<file path="src/rtl/wake_pkg.sv">
package wake_pkg;
  localparam int unsigned EVT_EXT = 0;
  localparam int unsigned EVT_RSM = 1;
  localparam int unsigned EVT_RST = 2;
  localparam int unsigned EVT_CNT = 3;
endpackage

</file>
<file path="src/rtl/wake_src_reg.sv">
module wake_src_reg #(
  parameter int unsigned NUM_EVT = 3
) (
  input  logic               clk,
  input  logic               rst,
  input  logic               clr_we,
  input  logic [NUM_EVT-1:0] clr_mask,
  input  logic [NUM_EVT-1:0] set_pulse,
  input  logic               live_lvl,
  output logic [NUM_EVT-1:0] src_bits
);
  // Bit 0 is a live level; bits above it are sticky flags.
  assign src_bits[0] = live_lvl;

  logic unused_set0;
  assign unused_set0 = set_pulse[0] ^ clr_mask[0];

  for (genvar g = 1; g < NUM_EVT; g++) begin : g_sticky
    logic flag_q;
    always_ff @(posedge clk) begin
      if (rst)
        flag_q <= 1'b0;
      else if (set_pulse[g])
        flag_q <= 1'b1;              // set has priority over clear
      else if (clr_we && clr_mask[g])
        flag_q <= 1'b0;
    end
    assign src_bits[g] = flag_q;
  end
endmodule

</file>
<file path="src/rtl/wake_mask_reg.sv">
module wake_mask_reg #(
  parameter int unsigned NUM_EVT = 3
) (
  input  logic               clk,
  input  logic               rst,
  input  logic               we,
  input  logic [NUM_EVT-1:0] wdata,
  output logic [NUM_EVT-1:0] msk_bits
);
  always_ff @(posedge clk) begin
    if (rst)
      msk_bits <= '1;
    else if (we)
      msk_bits <= wdata;
  end
endmodule

</file>
<file path="src/rtl/wake_irq_merge.sv">
module wake_irq_merge #(
  parameter int unsigned NUM_EVT = 3
) (
  input  logic [NUM_EVT-1:0] src_bits,
  input  logic [NUM_EVT-1:0] msk_bits,
  output logic               irq_out,
  output logic               wake_req
);
  logic [NUM_EVT-1:0] enabled;
  assign enabled  = src_bits & ~msk_bits;
  assign irq_out  = |enabled;
  assign wake_req = |enabled;
endmodule

</file>
<file path="src/rtl/wake_event_regs.sv">
module wake_event_regs #(
  parameter int unsigned   ADDR_W   = 8,
  parameter int unsigned   DATA_W   = 8,
  parameter logic [7:0]    SRC_ADDR = 8'hA0,
  parameter logic [7:0]    MSK_ADDR = 8'hA6
) (
  input  logic              clk,
  input  logic              rst,
  input  logic [ADDR_W-1:0] bus_addr,
  input  logic [DATA_W-1:0] bus_wdata,
  input  logic              bus_we,
  output logic [DATA_W-1:0] bus_rdata,
  input  logic              evt_bus_reset,
  input  logic              evt_resume,
  input  logic              req_ata,
  input  logic              req_gpio,
  output logic              irq_out,
  output logic              wake_req
);
  import wake_pkg::*;
  localparam int unsigned NUM_EVT = EVT_CNT;
  localparam int unsigned RSV_W   = DATA_W - NUM_EVT;

  logic               hit_src, hit_msk;
  logic [NUM_EVT-1:0] src_bits, msk_bits, set_pulse;
  logic               unused_wdata;

  assign hit_src      = (bus_addr == ADDR_W'(SRC_ADDR));
  assign hit_msk      = (bus_addr == ADDR_W'(MSK_ADDR));
  assign unused_wdata = ^bus_wdata[DATA_W-1:NUM_EVT];

  always_comb begin
    set_pulse          = '0;
    set_pulse[EVT_RST] = evt_bus_reset;
    set_pulse[EVT_RSM] = evt_resume;
  end

  wake_src_reg #(.NUM_EVT(NUM_EVT)) i_src (
    .clk      (clk),
    .rst      (rst),
    .clr_we   (bus_we && hit_src),
    .clr_mask (bus_wdata[NUM_EVT-1:0]),
    .set_pulse(set_pulse),
    .live_lvl (req_ata | req_gpio),
    .src_bits (src_bits)
  );

  wake_mask_reg #(.NUM_EVT(NUM_EVT)) i_msk (
    .clk     (clk),
    .rst     (rst),
    .we      (bus_we && hit_msk),
    .wdata   (bus_wdata[NUM_EVT-1:0]),
    .msk_bits(msk_bits)
  );

  wake_irq_merge #(.NUM_EVT(NUM_EVT)) i_merge (
    .src_bits(src_bits),
    .msk_bits(msk_bits),
    .irq_out (irq_out),
    .wake_req(wake_req)
  );

  always_comb begin
    if (hit_src)
      bus_rdata = {{RSV_W{1'b0}}, src_bits};
    else if (hit_msk)
      bus_rdata = {{RSV_W{1'b1}}, msk_bits};
    else
      bus_rdata = '0;
  end
endmodule

</file>
<file path="config.mk">
export PLATFORM = sky130hd
export DESIGN_NAME = wake_event_regs
export DESIGN_NICKNAME = d
export VERILOG_FILES = /design/src/rtl/wake_pkg.sv /design/src/rtl/wake_src_reg.sv /design/src/rtl/wake_mask_reg.sv /design/src/rtl/wake_irq_merge.sv /design/src/rtl/wake_event_regs.sv
export SDC_FILE = /design/constraint.sdc
export NUM_CORES = 1
export LEC_CHECK = 0
export BUFFER_PORTS_ARGS = -buffer_cell sky130_fd_sc_hd__buf_2
export CAP_MARGIN = 5
export CORE_AREA = 2 2 39 41
export CTS_BUF_LIST = sky130_fd_sc_hd__clkbuf_4 sky130_fd_sc_hd__clkbuf_8 sky130_fd_sc_hd__clkbuf_16
export CTS_CLUSTER_DIAMETER = 60
export DETAILED_ROUTE_END_ITERATION = 16
export DIE_AREA = 0 0 41 43
export SETUP_SLACK_MARGIN = 0.2
export SYNTH_ARGS = -nofsm -noshare
export SYNTH_HDL_FRONTEND = slang
export SYNTH_SLANG_ARGS = --single-unit
export TNS_END_PERCENT = 10
</file>
<file path="constraint.sdc">
create_clock -name clk -period 2.4 [get_ports clk]
set_input_delay 0.12 -clock clk [delete_from_list [all_inputs] [get_ports clk]]
set_output_delay 0.12 -clock clk [all_outputs]
set_load 0.01 [all_outputs]
</file>
## Word level (Yosys, flattened, before mapping)

Index checks and enable logic that the tools add are counted.

| storage, ports and cells | value |
|---|---|
| bits in registers | 5 |
| input port bits | 23 |
| output and inout bits | 10 |
| logic and storage cells | 21 |

| operators by class | value |
|---|---|
| eq/ne operators | 2 |
| muxes and demuxes | 6 |
| bitwise logic cells | 3 |
| reduce and logical (&&, ||, !) cells | 7 |

Operator list:

| cell | count |
|---|---|
| equality test 8 bit, second input constant | 2 |
| two-way mux 8 bit | 2 |
| logical AND 1 bit | 4 |
| two-way mux 1 bit | 4 |
| nonzero test 2 bit | 2 |
| bitwise AND 3 bit | 1 |
| inverter 3 bit | 1 |
| OR reduction 3 bit | 1 |
| OR 1 bit | 1 |

## Longest topological paths before layout

Gate-level depths: netlist of run 1.

| logic depth | value |
|---|---|
| depth in word-level cells | 5 |
| depth in mapped cells | 4 |
| depth with buffers taken out | 3 |

## Hierarchy

Synthesis of run 1 repeated with hierarchy kept, for this count alone.

| unflattened totals | value |
|---|---|
| cell total of the unflattened synthesis | 51 |
| area total of the unflattened synthesis | 415.4 um^2 |

By module, submodules not included:

| module | times used | cells an instance | area each (um^2) |
|---|---|---|---|
| wake_event_regs | 1 | 26 | 178.9 |
| wake_mask_reg | 1 | 9 | 105.1 |
| wake_src_reg | 1 | 11 | 95.1 |
| wake_irq_merge | 1 | 5 | 36.3 |

## Worst setup path before layout of run 1

No wires, ideal clock.

| path | value |
|---|---|
| path kind | input port to output port |
| from | input bus_addr[4] |
| to | output bus_rdata[4] |
| data arrival time | 1.041 ns |
| required time | 2.280 ns |
| setup slack | 1.239 ns |
| stages on the path | 4 |
| buffers on the path | 1 |
| path through | and4bb_2 nand2_1 nor2_1 buf_4 |

| on the way | value |
|---|---|
| cells in the longest elaborated chain, start to end | 3 |
| elaborated cells on any way between the ends | 4 |
| those cells by class | eq/ne: 2; mux: 2 |

RTL lines:

| item | line | text |
|---|---|---|
| start, declared | wake_event_regs.sv:9 | `input logic [ADDR_W-1:0] bus_addr,` |
| equality test 8 bit | wake_event_regs.sv:29 | `assign hit_msk = (bus_addr == ADDR_W'(MSK_ADDR));` |
| two-way mux 8 bit | wake_event_regs.sv:66 | `else if (hit_msk)` |
| two-way mux 8 bit * | wake_event_regs.sv:64 | `if (hit_src)` |
| end, declared | wake_event_regs.sv:12 | `output logic [DATA_W-1:0] bus_rdata,` |

Every way passes the cells marked *; elsewhere a longest branch is shown, timed or not.

## Final worst setup path of run 1

Same ends and word-level chain as after synthesis.

==> results.yml, run 1 <==
floorplanning:
  num_rows: 14
  io_pins: 33
  dieArea_um2: 1763
  initial_core_util_pct: 25.59
  core-area_um2: 1384
  die_x_um: 41
  die_h_um: 43
grt:
  antenna_found_initial: 0
  grt_pass1_wl_um: 1393
  gr-total-overflow: 0
  track_usage_pct: 11.67
  grt_pass1_vias: 352
  grt_max_degree: 9
layout:
  area_growth_pct: 40.64
  final_area_um2: 498.0
  diodes: 0
  nets: 98
  drive_above_1_share_pct: 44.59
  final_util_pct: 35.99
route:
  vias: 417
  drtPass1Iterations: 2
  drc: 0
  drt.antenna.violating_nets: 0
  wl_per_cell_um: 9.300
  drtIter0Drc: 11
  drt-vias-per-instance: 4.633
  routed_wl_um: 837
cts:
  cts_hold_buf: 0
  cts.sinks: 5
  h-tree-depth: 1
  cts_inserted_buffers: 3
  cts-root-buf: "clkbuf_4"
  postCtsSetupBuffers: 0
  clk_latency_ns: 0.24
  clock_path_buffers: 2
  tritoncts: "built"
  cts_resized: 0
  path_clk_slew_ns: 0.04
synthesis:
  yosysSeqAreaShare_pct: 28.27
  ys_warn_count: 0
  synthCells: 49
  syn_area_um2: 354.1
  synth_nets: 72
  syn_avg_cell_area_um2: 7.226
  yosysUniqueCellTypes: 17
  synth-seq-cells: 5
setup_path:
  path_cells: "buf_2, and4bb_2, nand2_1, nor2_1, buf_2"
  worstSetupStartpointType: "input pin"
  cpPeakStageDelay_ns: 0.30
  arrival_ns: 1.08
  path_class: "in -> out"
  cp_slowest_cell: "and4bb_2"
  cpMostUsedCell: "buf_2"
  end_kind: "output port"
  crit_fanout: 6
  worstPathRequired_ns: 2.28
sta:
  slew_headroom_pct: 78.51
  worstMarginPinSlew_ns: 0.3211
  fmax_mhz: 836.4
  period_share_pct: 49.82
  finalCriticalPeriod_ns: 1.196
  fin_skew_ns: 0
  finalSetupTns_ns: 0
  setup_viol: 0
  setup_ws_ns: 1.204
  rsz0062_at_grt: "false"
  slew_viol_final: 0
  whs_ns: 0.1357
  hold_viol: 0
place:
  portBuffers: 27
  place_congestion: 0.7234
  dpl-instance-area_um2: 467.9
  place_worst_setup_slack_ns: 1.184
  hpwlAfterDp_um: 690.1
worst_hold_path:
  hold_path.class: "in -> reg"
run:
  drv_cap: 0
power:
  ir_worst_vdd_v: 0.0001401
  powerDensity_nw_per_um2: 461.1
  power_leakage_uw: 0.0002728
run_status:
  status: "complete, no violations"
critical path, delay by kind of cell:
kind,cells,cell delay [ns]
and+or+nand+nor,3,0.69
buffers and inverters,2,0.26
sequential cells by signal, indices dropped and copies added, names as in the netlist:
| register | flops |
|---|---|
| i_src.g_sticky.flag_q | 2 |
| i_msk.msk_bits | 3 |
worst paths after layout:
check / start / end / slack, ns / depth (start not counted)
max reg2reg: i_src.g_sticky[2].flag_q / i_src.g_sticky[2].flag_q / 1.74 / 3
min reg2reg: i_msk.msk_bits[2] / i_msk.msk_bits[2] / 0.54 / 2
min: bus_wdata[0] / i_msk.msk_bits[0] / 0.14 / 3
max: bus_addr[4] / bus_rdata[4] / 1.20 / 5
synthesized netlist by cell type:
master	instances	area, um^2
nand3_1	3	15.01
inv_1	1	3.750
nand2b_1	1	6.260
nand4b_1	2	17.52
buf_4	5	37.54
and3_1	1	6.260
o221ai_1	1	8.760
mux2i_1	3	30.03
o21a_1	2	15.01
and4bb_2	1	12.51
dfxtp_1	5	100.1
o21ai_0	1	5.000
nand2_1	4	15.01
nand3_2	1	10.01
buf_1	1	3.750
nor2_1	14	52.55
a21oi_1	3	15.01
power breakdown:
| group | switching, uW | internal [uW] |
|---|---|---|
| clock | 34.7 | 74.1 |
| combinational | 15.8 | 17.4 |
| sequential | 1.65 | 85.9 |
| total | 52.2 | 177 |
cells in the final DEF (no fill, tap or decap):
cell and instances:
nor2_1 14, and4bb_2 1, o221ai_1 1, nand2b_1 1
a21oi_1 3, nand3_2 1, nand3_1 3, o21ai_0 1
mux2i_1 3, inv_1 1, and3_1 1, buf_2 27
clkbuf_4 4, o21a_1 2, nand2_1 4, dfxtp_1 5
nand4b_1 2
layer usage:
metal	GRT usage [%]	share of wire, %	vias to the layer above
met4	6.000	1.7	0
met2	15.63	44	20
met1	16.50	44	180
met3	3.141	10	2
met5	0	0	-
li1	-	-	215
stage by stage:
stage / cells / power, uW
4_1_cts: 90 / 235.0
5_1_grt: 90 / 246.5
6_report: 90 / 229.6
3_5_place_dp: 86 / 122.4
2_1_floorplan: 49 / 103.9
3_3_place_gp: 86 / 121.7
logic make-up after synthesis:
group | share of synthesized area, %
AND/OR/NAND/NOR | 38.16
multiplexers | 8.481
buffers and inverters | 12.72
AO/OA/AOI/OAI | 12.36
flip-flops | 28.27
area by class of cell:
cell class	count	area, um^2
flip-flops and latches	5	100.1
inverters	1	3.754
well taps	16	20.02
repair buffers	27	135.1
clock buffers	4	30.03
multi-input cells	37	209.0
fillers	159	885.9
Power figures use the tool's default switching activity.
==> run 2: changes to the inputs <==
--- a/config.mk
+++ b/config.mk
@@ -5,6 +5,7 @@
 export SDC_FILE = /design/constraint.sdc
 export NUM_CORES = 1
 export LEC_CHECK = 0
+export ABC_AREA = 1
 export BUFFER_PORTS_ARGS = -buffer_cell sky130_fd_sc_hd__buf_2
 export CAP_MARGIN = 5
 export CORE_AREA = 2 2 39 41
==> constraint.sdc (replaced) <==
create_clock -name clk -period 1.1 [get_ports clk]
set_input_delay 0.055 -clock clk [delete_from_list [all_inputs] [get_ports clk]]
set_output_delay 0.055 -clock clk [all_outputs]
set_load 0.01 [all_outputs]
==> results.yml, run 2 <==
layout:
  drive_above_1_share_pct: 64.29
  largest-register: "i_msk.msk_bits"
  largest_register_ffs: 3
  diodes: 0
  area_growth_pct: 62.32
  nets: 108
  reg_top3: "i_msk.msk_bits (3), i_src.g_sticky.flag_q (2)"
  fillers: 150
  final_common_cell: "buf_2"
  layout_common_cells: "buf_2, nand2_1, nand3_1"
  final_area_um2: 576.8
  final_util_pct: 41.68
cts:
  cts_inserted_buffers: 3
  h-tree-depth: 1
  cts.sinks: 5
  cts-root-buf: "clkbuf_4"
  clock_path_buffers: 2
  clk_latency_ns: 0.24
  path_clk_slew_ns: 0.05
  tritoncts: "built"
synthesis:
  synth_most_common_cell: "nand2_1"
  synth_top_area_share_pct: 28.17
  synth-xor-area-share_pct: 0
  yosys-top-cells-count: "nand2_1, nand3_1, inv_1, buf_4, dfxtp_1"
  ys_top_cells_by_area: "dfxtp_1, nand3_1, nand2_1"
  synth_mux_area_share_pct: 0
  yosys.area.top_type: "dfxtp_1"
  async_flop_share_pct: 0
  yosysUniqueCellTypes: 15
  ys_warn_count: 0
  synth_flop_cell: "dfxtp_1"
  synthAdderAreaFrac_pct: 0
  synth_nets: 77
  yosysSeqAreaShare_pct: 28.17
  synthCells: 54
  syn_area_um2: 355.3
  synth-seq-cells: 5
  synth-compound-area-share_pct: 9.859
  syn_avg_cell_area_um2: 6.580
  synth_edf_count: 0
  synthSimpleGateAreaFrac_pct: 41.90
  synth_top_family_by_area: "simple AND/OR/NAND/NOR gates"
sta:
  hold_viol: 0
  fmax_mhz: 1058
  finalCriticalPeriod_ns: 0.9450
  slew_headroom_pct: 87.83
  slew_viol_final: 0
  period_share_pct: 85.91
  fin_skew_ns: 0
  worstMarginPinSlew_ns: 0.1820
  setup_viol: 0
  setup_ws_ns: 0.1550
  finalSetupTns_ns: 0
  rsz0062_at_grt: "true"
  whs_ns: 0.03079
run:
  drv_cap: 0
grt:
  gr-total-overflow: 0
  grt_max_degree: 7
  grt_pass1_vias: 368
  grt_pass1_wl_um: 1324
  track_usage_pct: 11.19
  antenna_found_initial: 0
place:
  hpwlAfterDp_um: 720.9
  dpl-instance-area_um2: 488.0
  portBuffers: 27
  place_congestion: 0.7477
  place_worst_setup_slack_ns: 0.09363
setup_path:
  r2r_slack_ns: 0.47
  crit_fanout: 2
  arrival_ns: 0.89
  path_class: "reg -> out"
  timing.rr.end: "i_src.g_sticky[1].flag_q"
  end_kind: "output port"
  rr_startpoint: "i_src.g_sticky[1].flag_q"
  crit_start: "i_msk.msk_bits[0]"
  r2r_cells: 2
  worstPathRequired_ns: 1.04
  worstSetupStartpointType: "register"
run_status:
  status: "complete, no violations"
route:
  drc: 0
  routed_wl_um: 932
  drt-vias-per-instance: 4.470
  drtPass1Iterations: 4
  vias: 447
  drt.antenna.violating_nets: 0
  wl_per_cell_um: 9.320
  drtIter0Drc: 4
power:
  ir_worst_vdd_v: 0.0004279
  powerDensity_nw_per_um2: 888.1
  power_leakage_uw: 0.0003416
worst_hold_path:
  hold_depth: 3
  hold_end: "i_src.g_sticky[2].flag_q"
  hold_path.class: "in -> reg"
  hp-start: "evt_bus_reset"
floorplanning:
  die_h_um: 43
  initial_core_util_pct: 25.68
  io_pins: 33
  die_x_um: 41
  num_rows: 14
  core-area_um2: 1384
  dieArea_um2: 1763
run 2: worst max path at each step:
stage                   endpoint  cells past startpoint
global placement    bus_rdata[0]                      7
floorplan           bus_rdata[0]                      5
finish                   irq_out                      4
CTS                      irq_out                      4
detailed placement  bus_rdata[2]                      7
global route             irq_out                      4
run 2: cell type report:
type                       count  area [um^2]  share of cell area (%)
clock buffer                   4        30.03                   5.206
sequential                     5        105.1                   18.22
timing repair buffer          31        180.2                   31.24
tap                           16        20.02                   3.471
multi-input combinational     35        207.7                   36.01
inverter                       9        33.78                   5.857
run 2: metrics by stage:
step	total power, uW	instances
after floorplan	216.5	54
after global placement	258.0	94
after detailed placement	260.2	94
after CTS	511.5	100
after global routing	536.0	100
final	512.2	100
run 2: layer usage:
layer | up-vias | global-route usage (%) | wire length [um]
met2 | 19 | 17.81 | 478
met5 | - | 0 | 0
li1 | 225 | - | -
met4 | 0 | 8.000 | 0
met3 | 0 | 3.141 | 76
met1 | 203 | 11.73 | 377
run 2: cells by family after synthesis:
kind of cell    count (synthesis)
compound gates                  7
buf+inv                        14
flops                           5
simple gates                   28
run 2: what timing repair did:
action / in CTS / in global routing
gates resized for setup: 5 / 12
endpoints found under the setup margin: 9 / 10
hold buffers: 1 / 0
buffers inserted: 1 / 0
hold endpoints to repair: 2 / 0
pin swaps: 3 / 2
run 2: power by group:
| part | total, uW | internal (uW) | switching, uW |
|---|---|---|---|
| sequential | 193 | 188 | 4.99 |
| clock | 246 | 162 | 84.0 |
| combinational | 73.1 | 35.7 | 37.4 |
| total | 512 | 386 | 126 |
run 2: critical path, stage by stage (launching register included):
cell	delay [ns]
dfxtp_2	0.33
inv_2	0.04
o21ai_2	0.05
nand3_2	0.09
buf_6	0.13
